===== src/rtl/tap_step_ctrl.sv =====
module tap_step_ctrl #(
  parameter int VW      = 12,
  parameter int TW      = 6,
  parameter int CW      = 6,
  parameter int PW      = 8,
  parameter int TAP_LIM = 16
) (
  input  logic                 clk,
  input  logic                 rst,
  input  logic                 smp_vld,
  input  logic [VW-1:0]        smp_v,
  input  logic [VW-1:0]        tgt_v,
  input  logic [VW-1:0]        step_v,
  input  logic [VW-1:0]        band_lo,
  input  logic [VW-1:0]        band_hi,
  input  logic [PW-1:0]        pulse_cyc,
  input  logic [PW-1:0]        settle_cyc,
  output logic                 raise_o,
  output logic                 lower_o,
  output logic                 blocked_o,
  output logic                 busy_o,
  output logic signed [TW-1:0] tap_o,
  output logic [VW-1:0]        vexp_o
);
  localparam int EW  = VW + CW + 2;
  localparam int PEW = TW + CW + 1;
  localparam logic [CW-1:0] CMAX = '1;
  localparam logic signed [PEW-1:0] PLIM = PEW'(TAP_LIM);

  typedef enum logic [2:0] {MON, CALC, CHK, PULSE, SETTLE} st_t;
  st_t st;

  logic          up, cut;
  logic [VW-1:0] rem;
  logic [CW-1:0] cnt;
  logic [PW-1:0] tmr;

  wire [VW-1:0] dev  = (smp_v > vexp_o) ? smp_v - vexp_o : vexp_o - smp_v;
  wire [VW-1:0] gap  = (tgt_v > smp_v) ? tgt_v - smp_v : smp_v - tgt_v;
  wire          trig = smp_vld && (dev > step_v);
  wire          more = (rem >= step_v) && (cnt != CMAX);
  wire          half = {rem, 1'b0} >= {1'b0, step_v};

  logic [EW-1:0]          dv;
  logic signed [EW-1:0]   v_nx;
  logic signed [PEW-1:0]  p_nx, pc;
  logic                   bad;

  always_comb begin
    dv   = EW'(cnt) * EW'(step_v);
    v_nx = up ? signed'(EW'(vexp_o)) + signed'(dv) : signed'(EW'(vexp_o)) - signed'(dv);
    pc   = signed'(PEW'(cnt));
    p_nx = up ? PEW'(tap_o) + pc : PEW'(tap_o) - pc;
    bad  = (p_nx > PLIM) || (p_nx < -PLIM) ||
           (v_nx > signed'(EW'(band_hi))) || (v_nx < signed'(EW'(band_lo)));
  end

  assign raise_o = (st == PULSE) && up;
  assign lower_o = (st == PULSE) && !up;
  assign busy_o  = (st != MON);

  always_ff @(posedge clk) begin
    if (rst) begin
      st <= MON; tap_o <= '0; vexp_o <= '0; cnt <= '0; rem <= '0;
      tmr <= '0; up <= 1'b0; cut <= 1'b0; blocked_o <= 1'b0;
    end else begin
      blocked_o <= 1'b0;
      case (st)
        MON: if (trig) begin
          vexp_o <= smp_v;
          up     <= tgt_v > smp_v;
          rem    <= gap;
          cnt    <= '0;
          cut    <= 1'b0;
          st     <= CALC;
        end
        CALC: if (more) begin
          rem <= rem - step_v;
          cnt <= cnt + 1'b1;
        end else begin
          if (half && cnt != CMAX) cnt <= cnt + 1'b1;
          st <= CHK;
        end
        CHK: if (cnt == '0) begin
          blocked_o <= cut;
          st        <= MON;
        end else if (bad) begin
          cnt <= cnt - 1'b1;
          cut <= 1'b1;
        end else begin
          tmr <= pulse_cyc;
          st  <= PULSE;
        end
        PULSE: if (tmr <= PW'(1)) begin
          tap_o  <= up ? tap_o + 1'b1 : tap_o - 1'b1;
          vexp_o <= up ? vexp_o + step_v : vexp_o - step_v;
          cnt    <= cnt - 1'b1;
          tmr    <= settle_cyc;
          st     <= SETTLE;
        end else tmr <= tmr - 1'b1;
        SETTLE: if (tmr <= PW'(1)) begin
          tmr <= pulse_cyc;
          st  <= (cnt == '0) ? MON : PULSE;
        end else tmr <= tmr - 1'b1;
        default: st <= MON;
      endcase
    end
  end

  AST_RST_STATE: assert property (@(posedge clk) rst |=> (tap_o == '0 && !busy_o && !blocked_o));
  AST_TRIG_ONLY: assert property (@(posedge clk) disable iff (rst) $rose(busy_o) |-> $past(smp_vld));
  AST_TAP_UNIT:  assert property (@(posedge clk) disable iff (rst)
                   (tap_o != $past(tap_o)) |->
                   (($past(raise_o) && tap_o == $past(tap_o) + 1'b1) ||
                    ($past(lower_o) && tap_o == $past(tap_o) - 1'b1)));
  AST_TAP_RANGE: assert property (@(posedge clk) disable iff (rst)
                   (PEW'(tap_o) <= PLIM) && (PEW'(tap_o) >= -PLIM));
  AST_BLOCK_ONE: assert property (@(posedge clk) disable iff (rst) blocked_o |=> !blocked_o);
  AST_NO_BOTH:   assert property (@(posedge clk) disable iff (rst) !(raise_o && lower_o));
endmodule


===== config.mk =====
export PLATFORM = sky130hd
export DESIGN_NAME = tap_step_ctrl
export DESIGN_NICKNAME = d
export VERILOG_FILES = /design/src/rtl/tap_step_ctrl.sv
export SDC_FILE = /design/constraint.sdc
export NUM_CORES = 1
export LEC_CHECK = 0
export BUFFER_PORTS_ARGS = -buffer_cell sky130_fd_sc_hd__buf_4
export CORE_MARGIN = 4
export CORE_UTILIZATION = 40
export DETAILED_ROUTE_END_ITERATION = 6
export GPL_ROUTABILITY_DRIVEN = 0
export RECOVER_POWER = 25
export SYNTH_ARGS = -nofsm -noshare
export SYNTH_HDL_FRONTEND = slang
export SYNTH_SLANG_ARGS = --single-unit
export TNS_END_PERCENT = 1

===== constraint.sdc =====
create_clock -name clk -period 9.2 [get_ports clk]
set_input_delay 0.92 -clock clk [delete_from_list [all_inputs] [get_ports clk]]
set_output_delay 0.92 -clock clk [all_outputs]
set_load 0.05 [all_outputs]

Word-level counts from Yosys, hierarchy flattened. Cells that the tools add are included.

Bits in registers: 50. Word-level logic and storage cells: 115. Output and inout bits: 22. Bits of input ports: 79.

Bitwise gates (word level): 2. Add/subtract/negate cells: 16. Reductions and logical operators: 26. Equality and inequality tests: 15. Muxes and demuxes: 36. $mul: 1. Magnitude comparators: 10.

Operator list (count): two-way mux 12 bit (7); subtractor 12 bit (6); one-hot mux 12 bit (2 select lines) (2); two-way mux 6 bit (7); > comparator 12 bit (3); two-way mux 8 bit (4); one-hot mux 6 bit (4 select lines) (1); one-hot mux 8 bit (3 select lines) (1); > comparator 20 x 13 -> 1 bit (1); < comparator 20 x 13 -> 1 bit (1); two-way mux 20 bit (1); adder 12 x 18 -> 19 bit (1); subtractor 12 x 18 -> 19 bit (1); multiplier 6 x 12 -> 18 bit (1); two-way mux 3 bit (6); one-hot mux 3 bit (5 select lines) (1); != test 2 bit (second input constant) (7); >= comparator 13 x 12 -> 1 bit (1); > comparator 13 x 6 -> 1 bit (second input constant) (1); < comparator 13 x 5 -> 1 bit (second input constant) (1); two-way mux 13 bit (1); adder 12 bit (1); adder 6 x 1 -> 6 bit (second input constant) (2); >= comparator 12 bit (1); 29 further kinds (47).

Longest topological paths before layout. Gate-level depths: netlist of the first run.

Word-level depth: 9. Gate-level depth with buffers: 35. Depth with buffers taken out: 33.

Worst setup path before layout of the first run. No wires, ideal clock.

Kind: input-to-reg. Start: input step_v[4]. End: register tmr[5]. Arrival: 7230 ps. Path slack: 1874 ps. Required time: 9104 ps. Setup time: 96 ps. Stages on the path: 30. Path buffers: 1. Cells stage by stage: inv_1 nor2_1 fa_1 inv_1 fa_1 fa_1 inv_1 ha_1 nor2b_1 nor2_1 xnor2_1 ha_1 o21bai_1 nor3b_1 nor2_1 o31ai_1 o21ai_0 xor2_1 ha_1 a21o_1 a21o_1 a21oi_1 nand2_1 o21ai_0 o2111ai_1 a2111o_1 nor4_4 a31oi_4 buf_6 o41ai_2.

Cells in the longest elaborated chain, start to end: 8. Elaborated cells between the ends (all ways): 10. Those cells by class: add/sub (2); mul (1); order compare (2); eq/ne (1); mux (1); reduce/logical (3).

Ends and longest elaborated chain: start: declaration (RTL line 13) `input logic [VW-1:0] step_v,`; multiplier 6 x 12 -> 18 bit (*) (RTL line 50) `dv = EW'(cnt) * EW'(step_v);`; subtractor 12 x 18 -> 19 bit or adder 12 x 18 -> 19 bit (tied branches) (RTL line 51) `v_nx = up ? signed'(EW'(vexp_o)) + signed'(dv) : signed'(EW'(vexp_o)) - signed'(dv);`; two-way mux 20 bit (*) (RTL line 51); > comparator 20 x 13 -> 1 bit (RTL line 55) `(v_nx > signed'(EW'(band_hi))) || (v_nx < signed'(EW'(band_lo)));`; logical OR 1 bit (RTL line 54) `bad = (p_nx > PLIM) || (p_nx < -PLIM) ||`; logical OR 1 bit (*) (RTL line 55); != test 2 bit (no source line) (*); AND reduction 3 bit (no source line) (*); end signal: assignment (RTL line 91) `tmr <= pulse_cyc;`; end signal: assignment (RTL line 98) `tmr <= settle_cyc;`; end signal: assignment (RTL line 100) `end else tmr <= tmr - 1'b1;`; end: declaration (RTL line 36) `logic [PW-1:0] tmr;`.

Mark *: on every way between the ends. The rest lies on a longest branch, timed or not. A chain may end at the register's enable or synchronous reset.

Worst setup path after layout of the first run.
Start: input step_v[4]. End: register tmr[0].

The elaborated chain is that of the path after synthesis.

==> results of run 1 <==
path summary, 6_finish.rpt:
kind | startpoint | endpoint | slack [ps] | cells past startpoint
setup / recovery | step_v[4] | tmr[0] | 860 | 31
hold / removal | cut | cut | 460 | 1
setup reg to reg | cnt[1] | tmr[0] | 950 | 30
hold reg to reg | cut | cut | 460 | 1
report_power, final:
group | switching [mW] | internal (mW) | leakage (nW)
Sequential | 0.107 | 0.268 | 0.407
Combinational | 1.59 | 1.13 | 5.54
Clock | 0.0882 | 0.128 | 0.0799
Total | 1.78 | 1.53 | 6.02
logic make-up after synthesis:
group | Yosys count | synth area share (%)
compound gates | 413 | 24.1
fa+ha+maj | 240 | 30.0
flops | 50 | 8.84
buf+inv | 247 | 8.28
simple gates | 436 | 18.6
mux | 33 | 2.98
xor+xnor | 93 | 7.20
metal layers:
metal	up-vias	global-route usage, %
met3	34	1.20
met5	-	0
met2	202	35.8
met1	5024	27.4
met4	0	3.77
li1	5381	-
layout make-up:
class,instances,area share (%)
Timing Repair Buffer,104,5.72
Sequential cell,50,8.03
Multi-Input combinational cell,1215,75.3
Tap cell,378,3.79
Clock buffer,5,1.00
Inverter,194,5.84
Clock inverter,2,0.311
through the flow:
stage	hold slack, ps	instances	util [%]	setup WS [ps]
after detailed placement	448	1941	44.4	598
after global placement	444	1941	44.4	842
after global routing	473	1948	44.7	412
after floorplan	433	1512	-	1870
final	463	1948	44.7	855
after CTS	464	1948	45.0	880
sequential cells by signal, indices dropped and copies added, names as in the netlist:
register	flops
rem	12
tap_o	6
st	3
cut	1
tmr	8
blocked_o	1
up	1
vexp_o	12
cnt	6
cell usage after synthesis, drive strengths merged, types with 15 or more instances:
cell type    n
dfxtp       50
a211oi      24
nand2       93
a21o        40
fa          52
clkbuf      48
nand2b      17
nand4       22
nor2       148
and2        43
o21a        17
mux2i       27
nor3        29
xor2        31
inv        192
o21bai      21
xnor2       62
a31oi       15
nor2b       23
o21ai       81
ha         188
a21oi      120
nand3       19
==> summary.md, run 1 <==
• 0.00939 mm² — area of the multi-input gates
• 0% — Async S/R FF share, synth
• 176 µm — height of the die
• 0 — final hold violation count
• 40.6% — initial standard-cell utilization of the core
• primary input — type of origin of the critical path
• 7.90% — fraction of layout cells with a size suffix above 1
• 560 ps — delay of the slowest critical-path stage
• 3.31 mW — Overall Power
• 6.02 nW — leakage component of the power
• ha_1 (21%), fa_1 (9.2%), dfxtp_1 (8.8%), inv_1 (6.4%), a21oi_1 (5.2%) — most area-consuming cells after synthesis
• 0 — total inserted antenna cells
• done — CTS tree
• 46 — maximum number of pins on one net before global-route repair
• complete, no violations — run status
• 2 — Longest Clk Path Bufs
• 0.0311 mm² — Die ar.
• 15200 µm — sum of routed wire segments on met1
• 7.49 µm² — synthesized area per cell
• 0.00100 mm² — footprint of the flip-flops and latches
• 2871 — fill cell total of the finished layout
• 10.1% — Area Growth Syn to Fin
• false — RSZ-0062 raised after global routing
• clkbuf_16 — Root Buffer Master
• 0.0279 mm² — placeable core region
• 5 — Pre-antenna DRT Iters
• 1831 — syn_nets
• 9450 ps — required time reported for the critical path endpoint
• 10641 — detailed-route via count
• 0 — Antenna Nets Post-Route
• 52400 µm — first-pass GRT wire length
• 5.46 — routed vias/inst
• 0.0125 mm² — Finished Cell Area
• 0 — antenna violations before repair
• 0 ps — setup tns final
• 120 MHz — highest clock frequency the design can meet
• 100 — total of buffers placed on input and output ports
• 0 — number of synthesized flops with an enable pin
• dfxtp_1 — most frequently used flop master after synthesis
• 0 — final global-route overflow total
• 15200 µm — met2 routed wirelength
• 50 — Yosys reg bits
• 266 mW/mm² — PwrDens
• 8590 ps — endpoint arrival time on the critical path
• 90.7% — final clock period utilization by the worst path
• 0 — Final Max Slew Viols
• 0 — drt drc
• 1512 — synthesized instance count
• flip-flop — CP Capture Type
• 0 — PostCTS Resize Cnt
• 0 — max capacitance violation total
• adder cells — gate family responsible for the most delay along the worst path
• 0 — Setup Buffers After CTS
• 39.0% — Rel. slew slack
• 31800 µm — total detailed-routing wirelength
• 0.0124 mm² — placement-stage cell area
• 7.31 ps — Clock Skews
• in2reg — category of the critical setup timing path
• 72 — number of library cell types mapped by synthesis
• 0.0113 mm² — Cell Area, Synth
• 5 — clock buffer count from CTS
• 61 — Cell Rows
• 0 — total of hold buffers inserted after clock tree synthesis
• inv_1 — most common cell after layout, fill and taps aside
• 673 — number of DRC markers after the initial detailed-route iteration
• ha_1 — Synth area leader
• 915 ps — slew at the pin closest to its max-slew limit
• nor4_4 — CP max-delay cell
• 2 — number of levels the H-tree was split into
• 176 µm — DIE WIDTH
• 16 — largest driver fanout on the critical path
• 1889 — # nets final
• 300 ps — Clk Latency, worst-skew pair
• 0 — Final setup violation count
• 26400 µm — HPWL after detailed placement
• 20.2% — GRT Resource Usage Total
• 0 — number of warning messages in the yosys log
• 101 — number of top-level pins
• 50 — CTS sink cnt
• 16.3 µm — WL per Instance
• met4 — highest metal layer with signal wires
• reg2reg — class of the most critical hold timing path
• 0.139 mV — worst vdd rail ir drop
• 20.8% — portion of synthesized cell area occupied by the leading cell type
• 8.84% — fraction of the yosys area taken by sequential cells
• 10440 — vias in the first global route
• 8340 ps — post-route minimum period
• 70 ps — clock-pin slew reported for the worst setup and hold paths after clock tree synthesis
• 4 — Buf+Inv Stages, Crit Path
• 932 µm — detailed-routed wire length on met3
• inv_1 (192), ha_1 (188), nor2_1 (148), a21oi_1 (118), nand2_1 (93) — top library cells by usage in the layout, fill and taps aside
(Power assumes the default switching activity.)
==> inputs of run 2 (changes only) <==
--- a/config.mk
+++ b/config.mk
@@ -5,7 +5,7 @@
 export SDC_FILE = /design/constraint.sdc
 export NUM_CORES = 1
 export LEC_CHECK = 0
-export BUFFER_PORTS_ARGS = -buffer_cell sky130_fd_sc_hd__buf_4
+export BUFFER_PORTS_ARGS = -buffer_cell sky130_fd_sc_hd__buf_2
 export CORE_MARGIN = 4
 export CORE_UTILIZATION = 40
 export DETAILED_ROUTE_END_ITERATION = 6
==> run 2 against run 1 <==
- via count up 1.0%
- clock skew up 8.0 ps
- register-to-register slack better by 80 ps
- setup slack better by 140 ps
- global-route usage up 0.16 points
- sequential cell count unchanged
- utilization down 0.55 points
- design area down 1.2%
- clock power up 7%
- non-clock buffer count up 5
- wire length up 0.46%
- critical path type unchanged
- sequential power down 3%
==> summary.md, run 2 (same netlist as run 1, synthesis figures left out) <==
• 8210 ps — post-route minimum period, -138 ps
• 1894 — # nets final, +0.26%
• 101 — number of top-level pins, unchanged
• 271 mW/mm² — PwrDens, +2.0%
• 50 — CTS sink cnt, unchanged
• 0 — total of hold buffers inserted after clock tree synthesis, unchanged
• 176 µm — DIE WIDTH, unchanged
• 32000 µm — total detailed-routing wirelength, +0.46%
• false — RSZ-0062 raised after global routing
• 46 — maximum number of pins on one net before global-route repair, unchanged
• 0.0311 mm² — Die ar., unchanged
• 176 µm — height of the die, unchanged
• 8.78% — Area Growth Syn to Fin
• 10752 — detailed-route via count, +1.0%
• 0 — final global-route overflow total, unchanged
• 52700 µm — first-pass GRT wire length, +0.56%
• complete, no violations — run status
• 80 ps — clock-pin slew reported for the worst setup and hold paths after clock tree synthesis, about the same
• 0.147 mV — worst vdd rail ir drop, +5.7%
• done — CTS tree
• reg2reg — class of the most critical hold timing path
• 0 — Final setup violation count, unchanged
• in2reg — category of the critical setup timing path
• 5 — Pre-antenna DRT Iters, unchanged
• 476 ps — worst-case hold slack, +12.7 ps
• 5.99 nW — leakage component of the power, -0.60%
• 0 — Final Max Slew Viols, unchanged
• 0 — final hold violation count, unchanged
• 0 — max capacitance violation total, unchanged
• 0.0279 mm² — placeable core region, unchanged
• 0 — PostCTS Resize Cnt, unchanged
• 8460 ps — endpoint arrival time on the critical path, -130 ps
• flip-flop — CP Capture Type
• 9450 ps — required time reported for the critical path endpoint, about the same
• rem x12, vexp_o x12, tmr x8 — registers with the most flip-flops
• 0 — Antenna Nets Post-Route, unchanged
• 1 — antenna violations before repair, +1
• 40.6% — initial standard-cell utilization of the core, unchanged
• 5 — clock buffer count from CTS, unchanged
• 0 ps — setup tns final, unchanged
• 310 ps — Clk Latency, worst-skew pair, about the same
• 10637 — vias in the first global route, +1.9%
• 26500 µm — HPWL after detailed placement, +0.37%
• 16.4 µm — WL per Instance, +0.15%
• primary input — type of origin of the critical path
• 122 MHz — highest clock frequency the design can meet, +1.7%
• fa_1 — CP max-delay cell
• inv_1 (192), ha_1 (188), nor2_1 (148), a21oi_1 (118), nand2_1 (93) — top library cells by usage in the layout, fill and taps aside
• 15.3 ps — Clock Skews, +7.95 ps
• 2 — Longest Clk Path Bufs, unchanged
• 2 — number of levels the H-tree was split into, unchanged
• 0 — drt drc, unchanged
• 100 — total of buffers placed on input and output ports, unchanged
• 8.25% — fraction of layout cells with a size suffix above 1, +0.35 points
• 61 — Cell Rows, unchanged
• 20.3% — GRT Resource Usage Total, +0.16 points
• 89.2% — final clock period utilization by the worst path, -1.5 points
• 540 ps — delay of the slowest critical-path stage, -20 ps
• 962 ps — slew at the pin closest to its max-slew limit, +47.1 ps
• 5.50 — routed vias/inst, +0.73%
• 35.9% — Rel. slew slack, -3.1 points
• 0 — Setup Buffers After CTS, unchanged
• 16 — largest driver fanout on the critical path, unchanged
• inv_1 — most common cell after layout, fill and taps aside
• 0 — total inserted antenna cells, unchanged
• 656 — number of DRC markers after the initial detailed-route iteration, -2.5%
• clkbuf_16 — Root Buffer Master
## run 2: cell types whose count changed in the layout (fill, tap and decap cells not counted), sizes merged
cell / change
clkbuf: +1
inv: +1
buf: +5
clkinv: -1
## run 2: final cells by class
type	instances	area, µm²
fill	2864	15500
multi-input combinational	1215	9390
sequential	50	1000
inverter	194	728
timing repair buffer	109	546
tap	378	473
clock buffer	6	139
clock inverter	2	38.8
## run 2: per-stage QoR
step | setup slack [ps] | cells | power (mW) | cell area, µm² | util [%]
floorplan | 1870 | 1512 | 2.46 | 11300 | -
detailed placement | 632 | 1946 | 3.11 | 12200 | 43.6
global placement | 819 | 1946 | 3.06 | 12200 | 43.6
CTS | 922 | 1954 | 3.35 | 12300 | 44.3
finish | 993 | 1954 | 3.34 | 12300 | 44.2
global route | 370 | 1954 | 3.71 | 12300 | 44.2
## run 2: final timing paths
path | cells past startpoint | startpoint | to | slack, ps
max reg2reg | 30 | cnt[1] | tmr[0] | 1030
max | 31 | step_v[4] | tmr[0] | 990
min reg2reg | 1 | cut | cut | 480
min | 1 | cut | cut | 480
## run 2: worst max-delay path: cells and delay by family
| family | cells | cell delay (ps) |
|---|---|---|
| AND/OR/NAND/NOR | 8 | 1670 |
| AO/OA/AOI/OAI | 11 | 2480 |
| adder cells (fa/ha/maj) | 6 | 2480 |
| buffers and inverters | 4 | 450 |
| XOR/XNOR | 2 | 460 |
## run 2: power by group
group          internal, mW  total, mW  switching (mW)
clock network         0.137      0.231          0.0943
logic                  1.13       2.74            1.61
registers             0.268      0.362          0.0944
## run 2: routing by layer
metal / wire [µm] / GRT usage (%) / part of all wire, %
met2: 15100 / 35.1 / 47
met1: 14800 / 27.6 / 46
met3: 1370 / 1.65 / 4.3
met4: 618 / 4.97 / 1.9
met5: 8 / 0 / 0.025
==> inputs of run 3 (changes only) <==
==> constraint.sdc (replaced) <==
create_clock -name clk -period 9.3 [get_ports clk]
set_input_delay 0.93 -clock clk [delete_from_list [all_inputs] [get_ports clk]]
set_output_delay 0.93 -clock clk [all_outputs]
set_load 0.05 [all_outputs]
==> run 3 against run 2 <==
- clock-buffer cell count is the same
- power shrank 0.97%
- clock skew shrank 6.9 ps
- sequential cell count is the same
- combinational power is essentially flat
- sequential share of layout area is essentially flat
- die area is the same
- utilization is essentially flat
- critical path depth is the same
- sequential power is essentially flat
- hold slack lost 2.2 ps
- non-clock buffer count shrank 1
- critical path type unchanged
- critical endpoint is now tmr[1]
- largest cell class unchanged
==> summary.md, run 3 (same netlist as run 1, synthesis figures left out) <==
• 44.2% — final core utilization, about the same
• 268 mW/mm² — PwrDens, -0.93%
• primary input — type of origin of the critical path
• 8.33 ps — Clock Skews, -6.93 ps
• 0 — Final setup violation count, unchanged
• inv_1 — most common cell after layout, fill and taps aside
• 54.0% — proportion of total power due to net switching, about the same
• in2reg — category of the critical setup timing path
• 300 ps — Clk Latency, worst-skew pair, about the same
• 0 — max capacitance violation total, unchanged
• 699 — number of DRC markers after the initial detailed-route iteration, +6.6%
• 61 — Cell Rows, unchanged
• 53100 µm — first-pass GRT wire length, +0.77%
• 8280 ps — post-route minimum period
• 20.6% — GRT Resource Usage Total, +0.27 points
• 8.73% — Area Growth Syn to Fin, about the same
• 0 — Setup Buffers After CTS, unchanged
• 0.0123 mm² — Finished Cell Area, about the same
• 1.52 mW — internal power, -1.0%
• 89.1% — final clock period utilization by the worst path
• fa_1 — CP max-delay cell
• 5 — clock buffer count from CTS, unchanged
• 0 — total of hold buffers inserted after clock tree synthesis, unchanged
• clkbuf_16 — Root Buffer Master
• done — CTS tree
• inv_1 (192), ha_1 (188), nor2_1 (148), a21oi_1 (118), nand2_1 (93) — top library cells by usage in the layout, fill and taps aside
• 0.138 mV — worst vdd rail ir drop, -5.9%
• 50 — CTS sink cnt, unchanged
• 121 MHz — highest clock frequency the design can meet
• 5.49 — routed vias/inst, -0.19%
• 82.2% — power share of the combinational group, about the same
• 10.9% — Reg power frac, about the same
• 10667 — vias in the first global route, +0.28%
• 32100 µm — total detailed-routing wirelength, +0.32%
• 0 — drt drc, unchanged
• 16.4 µm — WL per Instance, +0.32%
• 6 — Pre-antenna DRT Iters, +1
• 46 — maximum number of pins on one net before global-route repair, unchanged
• 1893 — # nets final, -0.053%
• 0 — final global-route overflow total, unchanged
• 36.0% — Rel. slew slack, +0.15 points
• reg2reg — class of the most critical hold timing path
• 1 — antenna violations before repair, unchanged
• 0 ps — setup tns final, unchanged
• 0 — PostCTS Resize Cnt, unchanged
• 1.78 mW — net switching power, -0.95%
• 40.6% — initial standard-cell utilization of the core, unchanged
• 8.19% — fraction of layout cells with a size suffix above 1, -0.058 points
• 540 ps — delay of the slowest critical-path stage, about the same
• 1020 ps — minimum setup slack in the final design, +23.7 ps
• 176 µm — height of the die, unchanged
• 2 — number of levels the H-tree was split into, unchanged
• 101 — number of top-level pins, unchanged
• 2 — Longest Clk Path Bufs, unchanged
• 0.0121 mm² — placement-stage cell area, about the same
• 8530 ps — endpoint arrival time on the critical path, +70 ps
• complete, no violations — run status
• 0.0279 mm² — placeable core region, unchanged
• 5.98 nW — leakage component of the power, about the same
• 80 ps — clock-pin slew reported for the worst setup and hold paths after clock tree synthesis, about the same
• 0.0311 mm² — Die ar., unchanged
• 100 — total of buffers placed on input and output ports, unchanged
• rem x12, vexp_o x12, tmr x8 — registers with the most flip-flops
• false — RSZ-0062 raised after global routing
• 701 ps — setup slack after placement, +68.9 ps
• 960 ps — slew at the pin closest to its max-slew limit, -2.20 ps
• 176 µm — DIE WIDTH, unchanged
• flip-flop — CP Capture Type
• 9550 ps — required time reported for the critical path endpoint, +100 ps
• 6.9% — clock group share of total power, about the same
• 10732 — detailed-route via count, -0.19%
• 0 — final hold violation count, unchanged
• 26500 µm — HPWL after detailed placement, about the same
• 0 — Final Max Slew Viols, unchanged
• 16 — largest driver fanout on the critical path, unchanged
• 0 — Antenna Nets Post-Route, unchanged
-- run 3: cell types whose count changed in the layout (fill, tap and decap cells not counted), sizes merged --
cell / delta
buf: -1
diode: +1
-- run 3: power groups by stage --
stage / Combinational, mW / Sequential, mW / Clock (mW)
after global placement: 2.67 / 0.362 / 0
after floorplan: 2.04 / 0.393 / 0
after CTS: 2.73 / 0.357 / 0.232
after detailed placement: 2.71 / 0.362 / 0
after global routing: 3.08 / 0.370 / 0.240
final: 2.72 / 0.360 / 0.227
-- run 3: per-stage QoR --
stage                     hold slack (ps)  total power, mW  std cells
after floorplan                       433             2.43       1512
after global placement                451             3.03       1945
after detailed placement              459             3.07       1945
after CTS                             476             3.31       1953
after global routing                  511             3.69       1953
final                                 474             3.30       1954
-- run 3: cell type report --
type                       instances  area (µm²)
tap                              378         473
clock inverter                     2        38.8
fill                            2897       15600
antenna                            1        2.50
inverter                         194         728
timing repair buffer             108         538
multi-input combinational       1215        9390
sequential                        50        1000
clock buffer                       6         139
-- run 3: worst max-delay path, delay by kind of cell --
family,cells,cell delay (ps)
buffers and inverters,4,440
xor gates and xnor gates,2,450
and+or+nand+nor,8,1700
adders and majority gates,6,2490
AOI/OAI and AO/OA,11,2520
-- run 3: worst paths after layout --
| path | from | endpoint | slack, ps | cells past startpoint |
|---|---|---|---|---|
| setup reg to reg | cnt[1] | tmr[1] | 1070 | 30 |
| hold reg to reg | cut | cut | 470 | 1 |
| hold / removal | cut | cut | 470 | 1 |
| setup / recovery | step_v[4] | tmr[1] | 1020 | 31 |
-- run 3: per-layer routing --
metal	vias to the layer above	routed length, µm	track usage (%)
li1	5388	-	-
met1	5067	14900	27.5
met2	222	14800	34.6
met4	0	977	7.08
met3	55	1360	2.42
met5	-	0	0
